[config.mk]
export PLATFORM = sky130hd
export DESIGN_NAME = frame_crc_tx
export DESIGN_NICKNAME = d
export VERILOG_FILES = /design/src/rtl/ofcg_pkg.sv /design/src/rtl/ofcg_frame_map.sv /design/src/rtl/ofcg_crc_step.sv /design/src/rtl/ofcg_seq.sv /design/src/rtl/frame_crc_tx.sv
export SDC_FILE = /design/constraint.sdc
export NUM_CORES = 1
export LEC_CHECK = 0
export CORE_UTILIZATION = 49
export DETAILED_ROUTE_END_ITERATION = 7
export GPL_TIMING_DRIVEN = 0
export PLACE_DENSITY = 0.77
export SYNTH_ARGS = -nofsm -noshare
export SYNTH_HDL_FRONTEND = slang
export SYNTH_SLANG_ARGS = --single-unit
[constraint.sdc]
create_clock -name clk -period 3.5 [get_ports clk]
set_input_delay 0.525 -clock clk [delete_from_list [all_inputs] [get_ports clk]]
set_output_delay 0.525 -clock clk [all_outputs]
set_load 0.05 [all_outputs]
[src/rtl/ofcg_pkg.sv]
package ofcg_pkg;
  localparam int unsigned BYTE_W   = 8;
  localparam int unsigned MAX_DATA = 3;
  localparam int unsigned IDX_W    = $clog2(MAX_DATA);

  typedef enum logic [1:0] {
    KIND_CONV      = 2'd0,
    KIND_CONV_STAT = 2'd1,
    KIND_REG_PAD1  = 2'd2,
    KIND_REG_PAD2  = 2'd3
  } kind_e;

  typedef enum logic [1:0] {
    ST_IDLE = 2'd0,
    ST_DATA = 2'd1,
    ST_CHK  = 2'd2
  } seq_st_e;
endpackage

[src/rtl/ofcg_frame_map.sv]
module ofcg_frame_map
  import ofcg_pkg::*;
#(
  parameter int unsigned BW   = 8,
  parameter int unsigned MAXB = 3,
  localparam int unsigned IW  = $clog2(MAXB)
) (
  input  kind_e                   kind,
  input  logic [2*BW-1:0]         conv_word,
  input  logic [BW-1:0]           stat_byte,
  input  logic [BW-1:0]           reg_byte,
  output logic [MAXB-1:0][BW-1:0] bytes,
  output logic [IW-1:0]           last_idx
);
  // Lays out the data bytes of one frame; unused slots are zero.
  always_comb begin
    bytes    = '0;
    last_idx = IW'(1);
    unique case (kind)
      KIND_CONV: begin
        bytes[0] = conv_word[2*BW-1:BW];
        bytes[1] = conv_word[BW-1:0];
        last_idx = IW'(1);
      end
      KIND_CONV_STAT: begin
        bytes[0] = conv_word[2*BW-1:BW];
        bytes[1] = conv_word[BW-1:0];
        bytes[2] = stat_byte;
        last_idx = IW'(2);
      end
      KIND_REG_PAD1: begin
        bytes[0] = reg_byte;
        last_idx = IW'(1);
      end
      KIND_REG_PAD2: begin
        bytes[0] = reg_byte;
        last_idx = IW'(2);
      end
      default: begin
        bytes    = '0;
        last_idx = IW'(1);
      end
    endcase
  end
endmodule

[src/rtl/ofcg_crc_step.sv]
module ofcg_crc_step #(
  parameter int unsigned BW     = 8,
  parameter logic [BW-1:0] POLY = 8'h07
) (
  input  logic [BW-1:0] crc_in,
  input  logic [BW-1:0] data_in,
  output logic [BW-1:0] crc_out
);
  // One full byte of CRC update, unrolled one stage per bit, MSB first.
  logic [BW-1:0] stage [0:BW];

  assign stage[0] = crc_in ^ data_in;

  for (genvar g = 0; g < BW; g++) begin : g_bit
    logic [BW-1:0] shifted;
    assign shifted      = {stage[g][BW-2:0], 1'b0};
    assign stage[g + 1] = stage[g][BW-1] ? (shifted ^ POLY) : shifted;
  end

  assign crc_out = stage[BW];
endmodule

[src/rtl/ofcg_seq.sv]
module ofcg_seq
  import ofcg_pkg::*;
#(
  parameter int unsigned BW     = 8,
  parameter int unsigned MAXB   = 3,
  parameter logic [BW-1:0] INIT = 8'hFF,
  localparam int unsigned IW    = $clog2(MAXB)
) (
  input  logic                    clk,
  input  logic                    rst_n,
  input  logic                    start,
  input  logic                    crc_en,
  input  logic [MAXB-1:0][BW-1:0] bytes_in,
  input  logic [IW-1:0]           last_in,
  input  logic                    out_ready,
  input  logic [BW-1:0]           crc_upd,
  output logic [BW-1:0]           crc_cur,
  output logic [BW-1:0]           data_cur,
  output logic                    out_valid,
  output logic [BW-1:0]           out_byte,
  output logic                    out_last
);
  seq_st_e                 st_q, st_d;
  logic [IW-1:0]           idx_q, idx_d;
  logic [IW-1:0]           last_q;
  logic                    en_q;
  logic [MAXB-1:0][BW-1:0] buf_q;
  logic [BW-1:0]           crc_q, crc_d;
  logic                    fire, at_last, adv_en;

  assign data_cur  = buf_q[idx_q];
  assign crc_cur   = crc_q;
  assign fire      = out_valid && out_ready;
  assign at_last   = (idx_q == last_q);
  assign adv_en    = start || fire;

  assign out_valid = (st_q != ST_IDLE);
  assign out_byte  = (st_q == ST_CHK) ? crc_q : data_cur;
  assign out_last  = (st_q == ST_CHK) || ((st_q == ST_DATA) && at_last && !en_q);

  // Next-state logic
  always_comb begin
    st_d  = st_q;
    idx_d = idx_q;
    crc_d = crc_q;
    if (start) begin
      st_d  = ST_DATA;
      idx_d = '0;
      crc_d = INIT;
    end else if (fire) begin
      unique case (st_q)
        ST_DATA: begin
          crc_d = crc_upd;
          if (at_last) begin
            st_d = en_q ? ST_CHK : ST_IDLE;
          end else begin
            idx_d = idx_q + {{(IW-1){1'b0}}, 1'b1};
          end
        end
        ST_CHK:  st_d = ST_IDLE;
        default: st_d = ST_IDLE;
      endcase
    end
  end

  // Sequencing registers, enabled on start or byte transfer
  always_ff @(posedge clk or negedge rst_n) begin
    if (!rst_n) begin
      st_q  <= ST_IDLE;
      idx_q <= '0;
      crc_q <= INIT;
    end else if (adv_en) begin
      st_q  <= st_d;
      idx_q <= idx_d;
      crc_q <= crc_d;
    end
  end

  // Frame capture registers, enabled on start only
  always_ff @(posedge clk or negedge rst_n) begin
    if (!rst_n) begin
      last_q <= '0;
      en_q   <= 1'b0;
      buf_q  <= '0;
    end else if (start) begin
      last_q <= last_in;
      en_q   <= crc_en;
      buf_q  <= bytes_in;
    end
  end
endmodule

[src/rtl/frame_crc_tx.sv]
module frame_crc_tx
  import ofcg_pkg::*;
#(
  parameter int unsigned BW          = BYTE_W,
  parameter int unsigned MAXB        = MAX_DATA,
  parameter logic [BW-1:0] CRC_POLY  = 8'h07,
  parameter logic [BW-1:0] CRC_INIT  = 8'hFF,
  parameter int unsigned RST_STAGES  = 2,
  localparam int unsigned IW         = $clog2(MAXB)
) (
  input  logic          clk,
  input  logic          rst_n,
  input  logic          frame_start,
  input  logic [1:0]    frame_kind,
  input  logic          crc_en,
  input  logic [2*BW-1:0] conv_word,
  input  logic [BW-1:0] stat_byte,
  input  logic [BW-1:0] reg_byte,
  input  logic          out_ready,
  output logic          out_valid,
  output logic [BW-1:0] out_byte,
  output logic          out_last
);
  // Reset: asserted asynchronously, released through a synchronizer
  logic [RST_STAGES-1:0] rst_sync_q;
  logic                  rst_q_n;

  always_ff @(posedge clk or negedge rst_n) begin
    if (!rst_n) rst_sync_q <= '0;
    else        rst_sync_q <= {rst_sync_q[RST_STAGES-2:0], 1'b1};
  end
  assign rst_q_n = rst_sync_q[RST_STAGES-1];

  logic [MAXB-1:0][BW-1:0] map_bytes;
  logic [IW-1:0]           map_last;
  logic [BW-1:0]           crc_cur, crc_upd, data_cur;

  ofcg_frame_map #(.BW(BW), .MAXB(MAXB)) u_map (
    .kind      (kind_e'(frame_kind)),
    .conv_word (conv_word),
    .stat_byte (stat_byte),
    .reg_byte  (reg_byte),
    .bytes     (map_bytes),
    .last_idx  (map_last)
  );

  ofcg_crc_step #(.BW(BW), .POLY(CRC_POLY)) u_crc (
    .crc_in  (crc_cur),
    .data_in (data_cur),
    .crc_out (crc_upd)
  );

  ofcg_seq #(.BW(BW), .MAXB(MAXB), .INIT(CRC_INIT)) u_seq (
    .clk       (clk),
    .rst_n     (rst_q_n),
    .start     (frame_start),
    .crc_en    (crc_en),
    .bytes_in  (map_bytes),
    .last_in   (map_last),
    .out_ready (out_ready),
    .crc_upd   (crc_upd),
    .crc_cur   (crc_cur),
    .data_cur  (data_cur),
    .out_valid (out_valid),
    .out_byte  (out_byte),
    .out_last  (out_last)
  );
endmodule

**Word-level counts from Yosys, hierarchy flattened**

Cells that the tools add are included.

- Register bits: 41
- Output and inout bits: 10

- $add $sub $neg: 1
- $lt $le $gt $ge: 1
- Equality and inequality tests: 8
- Multiplexer cells: 27
- Bitwise operators: 9
- Reduce and logical (&&, ||, !) cells: 17

Operators by type and width:

| kind | count |
|---|---|
| 2-to-1 mux 8 bit | 7 |
| 2-to-1 mux 3 bit | 8 |
| NOT 3 bit | 8 |
| 2-to-1 mux 2 bit | 9 |
| binary-select mux 8 bit (select 2 bit) | 1 |
| one-hot mux 8 bit (2 select lines) | 1 |
| OR reduction 2 bit | 4 |
| bitwise XOR 8 bit | 1 |
| equality test 2 bit (second input constant) | 3 |
| AND reduction 3 bit | 2 |
| nonzero test 2 bit | 3 |
| equality test 2 x 1 -> 1 bit (second input constant) | 2 |
| one-hot mux 2 bit (2 select lines) | 1 |
| AND reduction 4 bit | 1 |
| logical AND 1 bit | 3 |
| less-than comparator 2 x 3 -> 1 bit (second input constant) | 1 |
| != test 3 x 2 -> 1 bit (second input constant) | 1 |
| adder 2 x 1 -> 2 bit (second input constant) | 1 |
| equality test 2 bit | 1 |
| zero test 2 bit | 1 |
| logical OR 1 bit | 2 |
| != test 2 bit (second input constant) | 1 |
| zero test 1 bit | 1 |

**Logic depth before layout (Yosys ltp)**

- Depth in word-level cells: 22
- Gate-level depth with buffers: 9

**Modules after synthesis**

A second synthesis with hierarchy kept.

- Cell total of the unflattened synthesis: 201
- Area total of the unflattened synthesis: 2411.1 um^2

By module, submodules not included:

| module | instances | cells an instance | area each (um^2) | seq. area each (um^2) |
|---|---|---|---|---|
| ofcg_seq | 1 | 148 | 1881.8 | 985.9 |
| ofcg_frame_map | 1 | 29 | 269.0 | 0.0 |
| ofcg_crc_step | 1 | 21 | 206.4 | 0.0 |
| frame_crc_tx | 1 | 3 | 53.8 | 50.0 |

**Worst setup path after synthesis**

OpenSTA, ideal clock, no wires.

- Kind: register to register
- Start point: register u_seq.idx_q[1]
- End point: register u_seq.crc_q[7] (netlist: u_seq.crc_cur[7])
- Library setup time: 0.088 ns
- Arrival time: 1.860 ns
- Slack: 1.551 ns
- Stages on the path, launching flop included: 10
- Cells stage by stage: dfrtp_1 > buf_6 > buf_12 > mux2i_1 > o2bb2ai_2 > xor2_1 > xnor2_2 > xnor2_1 > nor3_1 > or3b_1

- Word-level cells in the longest chain between the ends: 11

Ends and longest elaborated chain:

| element | line | source |
|---|---|---|
| from (decl) | ofcg_seq.sv:24 | `logic [IW-1:0] idx_q, idx_d;` |
| from (signal assigned) | ofcg_seq.sv:74 | `idx_q <= idx_d;` |
| binary-select mux 8 bit (select 2 bit) * | ofcg_seq.sv:31 | `assign data_cur = buf_q[idx_q];` |
| 2-to-1 mux 8 bit (implied by the code) * | ofcg_seq.sv:31 |  |
| bitwise XOR 8 bit * | ofcg_crc_step.sv:12 | `assign stage[0] = crc_in ^ data_in;` |
| 2-to-1 mux 3 bit | ofcg_crc_step.sv:17 | `assign stage[g + 1] = stage[g][BW-1] ? (shifted ^ POLY) : shifted;` |
| NOT 3 bit (no source line) | -- |  |
| 2-to-1 mux 3 bit | ofcg_crc_step.sv:17 |  |
| NOT 3 bit (no source line) | -- |  |
| 2-to-1 mux 3 bit * | ofcg_crc_step.sv:17 |  |
| 2-to-1 mux 8 bit * | ofcg_seq.sv:51 | `unique case (st_q)` |
| 2-to-1 mux 8 bit * | ofcg_seq.sv:50 | `end else if (fire) begin` |
| 2-to-1 mux 8 bit * | ofcg_seq.sv:46 | `if (start) begin` |
| to (signal assigned) | ofcg_seq.sv:75 | `crc_q <= crc_d;` |
| to (decl) | ofcg_seq.sv:28 | `logic [BW-1:0] crc_q, crc_d;` |

Mark *: on every way between the ends. The rest lies on a longest branch, timed or not. The select of a mux whose other input is x is not followed.
A chain may end at the register's enable or synchronous reset.

**Worst setup path in the final report**

- Start point: register u_seq.idx_q[1]
- End point: output port out_byte[4]

- Word-level cells in the longest chain between the ends: 3

Ends and longest elaborated chain:

| element | line | source |
|---|---|---|
| binary-select mux 8 bit (select 2 bit) | ofcg_seq.sv:31 |  |
| 2-to-1 mux 8 bit (implied by the code) | ofcg_seq.sv:31 |  |
| 2-to-1 mux 8 bit | ofcg_seq.sv:38 | `assign out_byte = (st_q == ST_CHK) ? crc_q : data_cur;` |
| to (decl) | frame_crc_tx.sv:21 | `output logic [BW-1:0] out_byte,` |

No other way between the ends. The select of a mux whose other input is x is not followed.

==> metrics <==
mux contribution to synthesized area 0.122; Achievable Freq 347 MHz; Simple-Gate Fraction of Synth Area 0.116; Worst Path Max Fanout 10; hold_ws 0.355 ns; routed len/inst 14.6 um; WP buf/inv 3; type of element capturing the critical path output port; setup tns final 0 ns; Max Slew Vio Count 0; clk root buf clkbuf_8; internal power 0.00126 W; final setup margin 0.618 ns; Layout Nets 317; post-synthesis sequential area ratio 0.446; via count of the routed design 1742; top_reg_cell synth dfrtp_1; final antenna-violating net count 0; DRC violations left 0; Die Wd 70.9 um; initial antenna violation count 0; Peak VDD IR 0.351 mV; largest net degree at the start of global routing 40; unrepaired setup endpoints after global routing false; Yosys cell types 33; fraction of layout cells with a size suffix above 1 0.168; Critical Path Start Type register; IO Count 49; initial DRC count 90; CTS tree yes; Seq cells post-synth 41; main combinational cell family by area after synthesis compound AO/OA/AOI/OAI gates; postcts setup bufs 0; Detail Placement HPWL 3.49 mm; CP top delay family buffers and inverters; Clk pin slew, worst setup/hold paths 0.08 ns; Mapped Area 2320 sq um; Final Hold Fails 0; critical path's largest stage delay 0.79 ns; sw power 0.000796 W; starting density of the core 0.523; Ys Warns 0; Post-synth EDFFs 0; post-layout minimum cycle time 2.88 ns; Core Region 4440 sq um; die height 70.9 um; Clock Skews 0.00512 ns; ys async rst share 1.00; Die ar. 5020 sq um; XOR/XNOR share of the synthesized area 0.117; port bufs 47; vias in the first global route 1687; Arr. time, crit path 2.36 ns; Slew @ Worst Pin 0.851 ns; worst path cell trace buf_6 -> buf_12 -> mux2i_1 -> o2bb2ai_2 -> mux2_2 -> clkdlybuf4s50_1; switching share of power 0.388; Final Non-Filler Cells 331; post-cts sizing count 0; run status finished, final reports clean; Setup CP Type register to output port; final cycle utilization of the critical path 0.823; worst rel slew slack 0.433; DRT Wirelength 4.84 mm; Design Area, Final 2960 sq um; antenna fix cells 0; Crit-path slowest cell clkdlybuf4s50_1; MaxCap Viol Count 0; Filler cells 375; Clock power frac 0.168; Post-Synth Adder-Cell Area 0; Leak 1.21 nW; Comb power frac 0.516; row count 24; Vias/cell 5.26; compound-gate portion of the synthesized area 0.136; Placed Area 2860 sq um; pwr dens 693 nW/um^2; Hold Path Class register to register; global route overflow 0; TritonCTS Buffers 5; htree depth 2; Seq pwr share 0.316; setup slack at placement 0.935 ns; clock sinks 41; Syn Nets 263; Multi-input gate area 1140 sq um; GP Congestion 0.785; Global Route Usage Sum 0.215; Final Setup Violations 0; clock buffer depth 2; Post-Place Cells 323; Post-Syn Instances 224; Required @ worst endpoint 2.97 ns; Reg area 1040 sq um; synth-to-layout area growth 27.5%; mean post-synth cell area 10.4 sq um; hold_buf cts 0; Worst-Skew Late Latency 0.30 ns; DR pass1 iterations 6; first-pass GRT wire length 8.09 mm
[layout make-up]
cell class | count | share of cell area
multi-input combinational | 152 | 0.386
sequential | 41 | 0.350
timing repair buffer | 47 | 0.159
clock buffer | 7 | 0.0325
buffer | 14 | 0.0270
tap | 52 | 0.0220
inverter | 17 | 0.0215
clock inverter | 1 | 0.00169
[worst reg2reg max path, delay by kind of cell (launching register included)]
kind / cells / cell delay, ns
flops: 1 / 0.38
xor+xnor: 3 / 0.59
simple gates: 2 / 0.44
mux: 1 / 0.14
compound gates: 1 / 0.27
buf+inv: 2 / 0.28
[per-stage QoR]
stage	util	power [W]
global route	0.666	0.00216
global placement	0.643	0.00169
detailed placement	0.644	0.00171
CTS	0.666	0.00206
finish	0.666	0.00205
floorplan	-	0.00148
[power groups by stage]
stage	logic, W	registers, W	clock network, W
3_5_place_dp	0.00105	0.000659	0
3_3_place_gp	0.00103	0.000654	0
6_report	0.00106	0.000649	0.000345
5_1_grt	0.00113	0.000662	0.000366
2_1_floorplan	0.000844	0.000639	0
4_1_cts	0.00106	0.000650	0.000351
[flip-flops by register name (all words and copies together) (netlist names)]
register and count:
rst_sync_q 2, u_seq.buf_q 24, u_seq.crc_cur 8, u_seq.en_q 1, u_seq.idx_q 2, u_seq.last_q 2, u_seq.st_q 2
[Yosys cell counts (8+ instances only)]
cell	number	share of area
a21oi_1	12	0.026
clkbuf_1	9	0.015
dfrtp_1	33	0.36
dfstp_2	8	0.090
inv_1	17	0.027
mux2_2	10	0.048
mux2i_1	17	0.073
nand2_1	19	0.031
nor2_1	13	0.021
o21ai_0	12	0.026
o22ai_1	8	0.022
xnor2_1	8	0.030
xor2_1	10	0.038
[placed cells by master (no fill, tap or decap), types with 9 or more instances in the layout]
| cell type | instances |
|---|---|
| inv_1 | 17 |
| mux2i_1 | 17 |
| dfrtp_1 | 32 |
| clkdlybuf4s50_1 | 47 |
| mux2_2 | 10 |
| nor2_1 | 13 |
| nand2_1 | 19 |
| a21oi_1 | 12 |
| clkbuf_1 | 9 |
| xor2_1 | 10 |
| o21ai_0 | 12 |
[final timing paths]
check / from / end / slack [ns] / depth (start not counted)
min in group asynchronous: rst_n / rst_sync_q[0]$_DFF_PN0_ / 0.38 / 1
max in group asynchronous: rst_sync_q[1]$_DFF_PN0_ / u_seq.buf_q[3]$_DFFE_PN0P_ / 2.58 / 0
worst min register to register: rst_sync_q[0]$_DFF_PN0_ / rst_sync_q[1]$_DFF_PN0_ / 0.35 / 0
worst max register to register: u_seq.idx_q[1]$_DFFE_PN0P_ / u_seq.crc_cur[7]$_DFFE_PN1P_ / 1.34 / 9
worst max-delay path: u_seq.idx_q[1]$_DFFE_PN0P_ / out_byte[4] / 0.62 / 6
worst min-delay path: rst_sync_q[0]$_DFF_PN0_ / rst_sync_q[1]$_DFF_PN0_ / 0.35 / 0
[cell families (layout without fill, tap and decap cells)]
logic type | count (synthesis) | after routing
AO/OA/AOI/OAI | 45 | 45
flip-flops | 41 | 41
XOR/XNOR | 25 | 25
other | 1 | 1
multiplexers | 27 | 27
buffers and inverters | 31 | 86
AND/OR/NAND/NOR | 54 | 54
[layer usage]
| metal | track usage | up-vias | routed length, um |
|---|---|---|---|
| met1 | 0.289 | 830 | 2320 |
| met2 | 0.345 | 47 | 2260 |
| met3 | 0.0527 | 8 | 197 |
| li1 | - | 857 | - |
| met5 | 0 | - | 0 |
| met4 | 0.0667 | 0 | 59 |
Power figures use the tool's default switching activity.
